**config.mk**
```make
export PLATFORM = sky130hd
export DESIGN_NAME = isj_jump_unit
export DESIGN_NICKNAME = d
export VERILOG_FILES = /design/src/rtl/isj_pkg.sv /design/src/rtl/isj_outcome_arb.sv /design/src/rtl/isj_target_calc.sv /design/src/rtl/isj_jump_unit.sv
export SDC_FILE = /design/constraint.sdc
export NUM_CORES = 1
export LEC_CHECK = 0
export CELL_PAD_IN_SITES_DETAIL_PLACEMENT = 1
export CELL_PAD_IN_SITES_GLOBAL_PLACEMENT = 1
export CORE_MARGIN = 2
export CORE_UTILIZATION = 35
export DETAILED_ROUTE_END_ITERATION = 12
export PLACE_DENSITY = 0.92
export SETUP_SLACK_MARGIN = 0.4
export SLEW_MARGIN = 20
export SYNTH_ARGS = -nofsm -noshare
export SYNTH_HDL_FRONTEND = slang
export SYNTH_HIERARCHICAL = 1
export SYNTH_SLANG_ARGS = --single-unit
```
**constraint.sdc**
```tcl
create_clock -name clk -period 4.85 [get_ports clk]
set_input_delay 0.97 -clock clk [delete_from_list [all_inputs] [get_ports clk]]
set_output_delay 0.97 -clock clk [all_outputs]
set_load 0.005 [all_outputs]
```
**src/rtl/isj_pkg.sv**
```systemverilog
package isj_pkg;

  typedef enum logic [2:0] {
    OUT_NONE       = 3'd0,
    OUT_TERMINATE  = 3'd1,
    OUT_ILLEGAL    = 3'd2,
    OUT_DISABLED   = 3'd3,
    OUT_FP_ERROR   = 3'd4,
    OUT_COMMIT     = 3'd5,
    OUT_COMMIT_TRP = 3'd6
  } isj_outcome_e;

  function automatic logic isj_is_commit(isj_outcome_e o);
    return (o == OUT_COMMIT) || (o == OUT_COMMIT_TRP);
  endfunction

endpackage

```
**src/rtl/isj_outcome_arb.sv**
```systemverilog
module isj_outcome_arb
  import isj_pkg::*;
#(
  parameter int PRIV_W = 2
) (
  input  logic              env_native,
  input  logic [PRIV_W-1:0] priv_lvl,
  input  logic              st_dis_trans,
  input  logic              st_br_trap,
  input  logic              fp_pending,
  output isj_outcome_e      outcome
);

  localparam logic [PRIV_W-1:0] KERNEL_LVL = '0;

  // Fixed priority: environment, disabled transition, fp error, commit.
  always_comb begin
    if (!env_native) begin
      outcome = (priv_lvl == KERNEL_LVL) ? OUT_TERMINATE : OUT_ILLEGAL;
    end else if (st_dis_trans) begin
      outcome = OUT_DISABLED;
    end else if (fp_pending) begin
      outcome = OUT_FP_ERROR;
    end else if (st_br_trap) begin
      outcome = OUT_COMMIT_TRP;
    end else begin
      outcome = OUT_COMMIT;
    end
  end

endmodule

```
**src/rtl/isj_target_calc.sv**
```systemverilog
module isj_target_calc #(
  parameter int VA_W     = 64,
  parameter int LEG_W    = 32,
  parameter int SHORT_W  = 16,
  parameter int ALIGN_LG = 4
) (
  input  logic             form_ind,
  input  logic             op_wide,
  input  logic [LEG_W-1:0] disp_val,
  input  logic [LEG_W-1:0] oper_val,
  input  logic [LEG_W-1:0] cs_base,
  input  logic [LEG_W-1:0] next_ip,
  output logic [VA_W-1:0]  target,
  output logic [VA_W-1:0]  ret_addr
);

  localparam int EXT_W = VA_W - LEG_W;
  localparam logic [LEG_W-1:0] LOW_ONES   = LEG_W'((64'd1 << ALIGN_LG) - 64'd1);
  localparam logic [LEG_W-1:0] ALIGN_MASK = ~LOW_ONES;

  logic [LEG_W-1:0] src;
  logic [LEG_W-1:0] src_ext;
  logic [LEG_W-1:0] tgt_sum;
  logic [LEG_W-1:0] ret_sum;

  assign src = form_ind ? oper_val : disp_val;

  generate
    if (SHORT_W < LEG_W) begin : g_short
      assign src_ext = op_wide ? src : {{(LEG_W-SHORT_W){1'b0}}, src[SHORT_W-1:0]};
    end else begin : g_full
      assign src_ext = src;
    end
  endgenerate

  // Additions wrap at the legacy width.
  assign tgt_sum  = src_ext + cs_base;
  assign ret_sum  = next_ip + cs_base;
  assign target   = {{EXT_W{1'b0}}, tgt_sum & ALIGN_MASK};
  assign ret_addr = {{EXT_W{1'b0}}, ret_sum};

endmodule

```
**src/rtl/isj_jump_unit.sv**
```systemverilog
module isj_jump_unit
  import isj_pkg::*;
#(
  parameter int VA_W     = 64,
  parameter int LEG_W    = 32,
  parameter int SHORT_W  = 16,
  parameter int ALIGN_LG = 4,
  parameter int PRIV_W   = 2
) (
  input  logic              clk,
  input  logic              rst,
  input  logic              req_valid,
  input  logic              env_native,
  input  logic [PRIV_W-1:0] priv_lvl,
  input  logic              st_dis_trans,
  input  logic              st_br_trap,
  input  logic              fp_pending,
  input  logic              form_ind,
  input  logic              op_wide,
  input  logic [LEG_W-1:0]  disp_val,
  input  logic [LEG_W-1:0]  oper_val,
  input  logic [LEG_W-1:0]  cs_base,
  input  logic [LEG_W-1:0]  next_ip,
  output logic              res_valid,
  output logic [2:0]        res_code,
  output logic              ip_we,
  output logic [VA_W-1:0]   ip_target,
  output logic              ret_we,
  output logic [VA_W-1:0]   ret_value,
  output logic              status_clr
);

  localparam int EXT_W = VA_W - LEG_W;

  isj_outcome_e     outcome;
  logic [VA_W-1:0]  tgt_c;
  logic [VA_W-1:0]  ret_c;
  logic             commit_c;

  isj_outcome_arb #(.PRIV_W(PRIV_W)) u_arb (
    .env_native  (env_native),
    .priv_lvl    (priv_lvl),
    .st_dis_trans(st_dis_trans),
    .st_br_trap  (st_br_trap),
    .fp_pending  (fp_pending),
    .outcome     (outcome)
  );

  isj_target_calc #(
    .VA_W(VA_W), .LEG_W(LEG_W), .SHORT_W(SHORT_W), .ALIGN_LG(ALIGN_LG)
  ) u_calc (
    .form_ind(form_ind),
    .op_wide (op_wide),
    .disp_val(disp_val),
    .oper_val(oper_val),
    .cs_base (cs_base),
    .next_ip (next_ip),
    .target  (tgt_c),
    .ret_addr(ret_c)
  );

  assign commit_c = req_valid && isj_is_commit(outcome);

  always_ff @(posedge clk) begin
    if (rst) begin
      res_valid  <= 1'b0;
      res_code   <= OUT_NONE;
      ip_we      <= 1'b0;
      ip_target  <= '0;
      ret_we     <= 1'b0;
      ret_value  <= '0;
      status_clr <= 1'b0;
    end else begin
      res_valid  <= req_valid;
      res_code   <= req_valid ? outcome : OUT_NONE;
      ip_we      <= commit_c;
      ret_we     <= commit_c;
      status_clr <= commit_c;
      ip_target  <= commit_c ? tgt_c : '0;
      ret_value  <= commit_c ? ret_c : '0;
    end
  end

  a_r2_valid_follows_req: assert property (@(posedge clk) disable iff (rst)
    req_valid |=> res_valid);
  a_r2_idle_no_result: assert property (@(posedge clk) disable iff (rst)
    !req_valid |=> (!res_valid && res_code == 3'd0));
  a_r3_kernel_terminates: assert property (@(posedge clk) disable iff (rst)
    (req_valid && !env_native && priv_lvl == '0) |=> res_code == 3'd1);
  a_r4_disabled_priority: assert property (@(posedge clk) disable iff (rst)
    (req_valid && env_native && st_dis_trans) |=> res_code == 3'd3);
  a_r6_target_shape: assert property (@(posedge clk) disable iff (rst)
    ip_we |-> (ip_target[ALIGN_LG-1:0] == '0 && ip_target[VA_W-1:LEG_W] == {EXT_W{1'b0}}));
  a_r7_ret_upper_zero: assert property (@(posedge clk) disable iff (rst)
    ret_we |-> ret_value[VA_W-1:LEG_W] == {EXT_W{1'b0}});
  a_r10_no_write_on_fault: assert property (@(posedge clk) disable iff (rst)
    (res_code < 3'd5) |-> (!ip_we && !ret_we && !status_clr));

endmodule

```
# Word level (Yosys, flattened, before mapping)
# Cells that the tools add are included.
# classes
addsub	2
n_eq_ne	2
n_mux	7
bitwise_logic	2
reduce_logical	5
# op_table
operator	n
$add A32 B32 Y32	2
$mux W32	2
$mux W3	3
$eq A3 B3 Y1 const B	2
$mux W2	2
$reduce_or A2 Y1	2
$logic_not A2 Y1	1
$not A1 Y1	2
$logic_and A1 B1 Y1	1
$logic_or A1 B1 Y1	1
# totals
ff_bits	133
in_bits	139
wordCells	25

# Logic depth before layout (Yosys ltp)
# depth
word_depth	9
mapped_depth	14
mapped_depth_nobuf	11

# Hierarchy
# The synthesis kept the hierarchy.
# modules_own_cells
module	n_inst	cells_per_inst	area_per_inst_um2	seq_area_each_um2
isj_target_calc	1	610	4361.7	0.0
isj_jump_unit	1	297	3663.5	2662.6
isj_outcome_arb	1	7	43.8	0.0

# Worst setup path before layout
# Ideal clock, no wire load.
# synth_path
kind	in2reg
start	in form_ind
end	reg ip_target[29]
arrival_time_ns	3.794
required_time_ns	4.734
path_slack_ns	0.940
stages	13
n_path_buf	2
cell_sequence	buf_2 > buf_1 > mux2i_1 > nor2b_1 > ha_1 > a21o_1 > or3_4 > a211oi_2 > nor3_1 > a211o_1 > and3_1 > o31a_1 > and3_1
# synth_via
elab_chain_cells	3
# synth_lines
element	line	rtl
start, declared	isj_jump_unit.sv:18	input logic form_ind,
$mux W32	isj_target_calc.sv:26	assign src = form_ind ? oper_val : disp_val;
$mux W32	isj_target_calc.sv:30	assign src_ext = op_wide ? src : {{(LEG_W-SHORT_W){1'b0}}, src[SHORT_W-1:0]};
$add A32 B32 Y32	isj_target_calc.sv:37	assign tgt_sum = src_ext + cs_base;
named net tgt_c[29]	isj_jump_unit.sv:36	logic [VA_W-1:0] tgt_c;
end signal, assigned	isj_jump_unit.sv:79	ip_target <= commit_c ? tgt_c : '0;
end, declared	isj_jump_unit.sv:27	output logic [VA_W-1:0] ip_target,
# The timed path passes the listed nets, and every way through them passes these cells.
# A chain may end at the register's enable or synchronous reset.

# Final worst setup path
# layout_path
start	in form_ind
end	reg ip_target[28]
# Same word-level chain as after synthesis.

==> qor.txt <==
CTS H-tree lvls = 4
Crit path largest cell delay = 400 ps
Die width = 156 µm
GP Congestion = 0.898
CTS tree = built
PortBufs = 273
Sequential-to-total area share from yosys stat = 33.0%
NetSw = 1.03 mW
Setup WS pre-CTS = 731 ps
Yosys Warn Count = 6
Detailed router's first-iteration violation count = 298
CTS hold repair buffers = 0
Avg Cell Area, Syn = 8.83 µm²
CP Launch Type = input pin
CTS Buffer Depth = 2
Slowest stage cell, crit path = ha_1
Area Overhead vs Synth = 40.2%
Router iterations before antenna repair = 4
Crit Path Max Fanout = 15
Synth area leader = dfxtp_1
Clock group share of total power = 40.3%
Vias in the first global route = 7936
# Post-CTS Setup Buffers = 0
Critical-path cell list = buf_2, buf_4, buf_4, mux2i_1, nor2b_1, ha_1, nand2_1, nor4_1, nand4_1, a31oi_1, a211oi_1, o21ai_0, xor2_1, and3_1
Remaining global-route overflow = 0
Static leakage = 5.21 nW
Reg clk slew, reported paths = 70 ps
Synth top area share = 33.0%
Worst hold-check path type = input pin to flip-flop
WP data arrival = 4120 ps
Root Driver = clkbuf_16
Pwr dens = 288 mW/mm²
Post-synthesis cell count = 914
Final hold vios = 0
Largest net degree at the start of global routing = 58
# IOs = 274
Starting Density = 35.6%
Max cap viols = 0
DIE AREA = 0.0243 mm²
Final setup margin = 1100 ps
Achievable Freq = 267 MHz
Crit end category = flip-flop
Slew Limit Fails = 0
Maximum vdd drop = 0.000195 V
Num rows = 55
Sequential share of power = 34.3%
DR DRC count = 0
Via count = 7542
Internal Power = 2.23 mW
Detail Route Antenna Nets = 0
#FFs+latches synth = 133
Cell family with most CP delay = simple AND/OR/NAND/NOR gates
Antenna violations before repair = 2
Most frequent cells after synthesis = and3_1 (140), dfxtp_1 (133), buf_4 (74), a21oi_1 (65), ha_1 (61)
Buf+Inv Stages, Crit Path = 3
Setup TNS = 0 ps
EDFF count, synth = 0
Post-synth top flop = dfxtp_1
Slew HR = 39.4%
CP most frequent cell = buf_4
Area contributors post-synth = dfxtp_1 (33%), and3_1 (11%), ha_1 (9.5%), buf_4 (6.9%), a21oi_1 (4.0%)
Critical path required time = 5210 ps
Outcome = finished, final reports clean
Die Y = 156 µm
Crit share post-route = 77.4%
Clock sinks = 133
DP Wirelength = 21.8 mm
Share of post-route cells with drive strength above 1 = 6.20%
Yosys cell types = 63
Synth Cell Area = 0.00807 mm²
Comb pwr share = 25.4%
Most frequent cell after synthesis = and3_1
Gr usage total = 22.3%
RSZ-0062 raised after global routing = no
CP Class = input pin to flip-flop
Fin crit period = 3750 ps
Final net count = 1365
Cts repair resizes = 0
Slew @ Worst Pin = 907 ps
Switching Share = 31.7%
CTS buffer count = 17
Routed length per instance = 18.9 µm
Global-route wire length before repair = 42.1 mm
Core area = 0.0226 mm²
Final Setup Violations = 0
Ys async rst share = 0%
Vias per cell = 5.16
Total Routed Length = 27.6 mm
-- flip-flops by register name, indices dropped and copies added (netlist names) --
name and flops:
status_clr 1, res_valid 1, ret_value 64, res_code 3, ip_target 64
-- power by group through the flow --
| stage | Clock [mW] | Sequential, mW | Combinational, mW |
|---|---|---|---|
| after CTS | 1.35 | 1.12 | 0.820 |
| after detailed placement | 0 | 1.14 | 0.812 |
| after floorplan | 0 | 1.14 | 0.546 |
| after global placement | 0 | 1.14 | 0.790 |
| final | 1.31 | 1.12 | 0.829 |
| after global routing | 1.40 | 1.12 | 0.904 |
-- cell families after synthesis --
group | count (synthesis) | share of synthesized area (%)
simple gates | 304 | 20.9
xor+xnor | 54 | 5.86
compound gates | 195 | 16.0
flops | 133 | 33.0
other cells | 1 | 0.0465
fa+ha+maj | 62 | 9.71
mux | 34 | 4.47
buf+inv | 131 | 10.1
-- per-stage QoR --
step	power (mW)	utilization, %	area, µm²	hold WS (ps)	instances
global route	3.42	49.9	11300	1170	1462
detailed placement	1.95	47.4	10700	1600	1430
floorplan	1.69	-	8320	1060	981
finish	3.26	50.0	11300	1190	1463
CTS	3.29	49.9	11300	1180	1462
global placement	1.93	47.4	10700	1550	1430
-- cell type report --
class / instances / area [µm²]
clock buffers: 17 / 425
fillers: 2630 / 11300
clock inverters: 15 / 163
inverters: 15 / 56.3
repair buffers: 280 / 2780
diodes: 1 / 2.50
flip-flops and latches: 133 / 2660
well taps: 285 / 357
multi-input cells: 717 / 4860
-- final timing paths --
| path | startpoint | end | slack (ps) | cells after the start |
|---|---|---|---|---|
| worst max-delay path | form_ind | ip_target[28] | 1100 | 14 |
| worst min-delay path | rst | res_valid | 1190 | 2 |
-- metal layers --
layer  GRT usage [%]  vias to the layer above  wire [µm]
met1            24.1                     3607      11000
li1                -                     3635          -
met2            42.8                      261      14300
met3            5.03                       37       1650
met5               0                        -         16
met4            7.12                        2        558
-- cells in the final DEF, fill, tap and decap left out, types with 16 or more instances in the layout --
cell type,instances
clkbuf_16,17
xor2_1,17
o21ai_0,29
nand2_1,47
mux2i_1,18
nor2b_1,21
nor2_1,36
a21oi_1,65
clkdlybuf4s50_1,272
dfxtp_1,133
conb_1,68
xnor2_1,36
and3_1,140
ha_1,61
mux2_2,16
a21o_1,28
No activity file was read; power rests on OpenSTA's default activity.
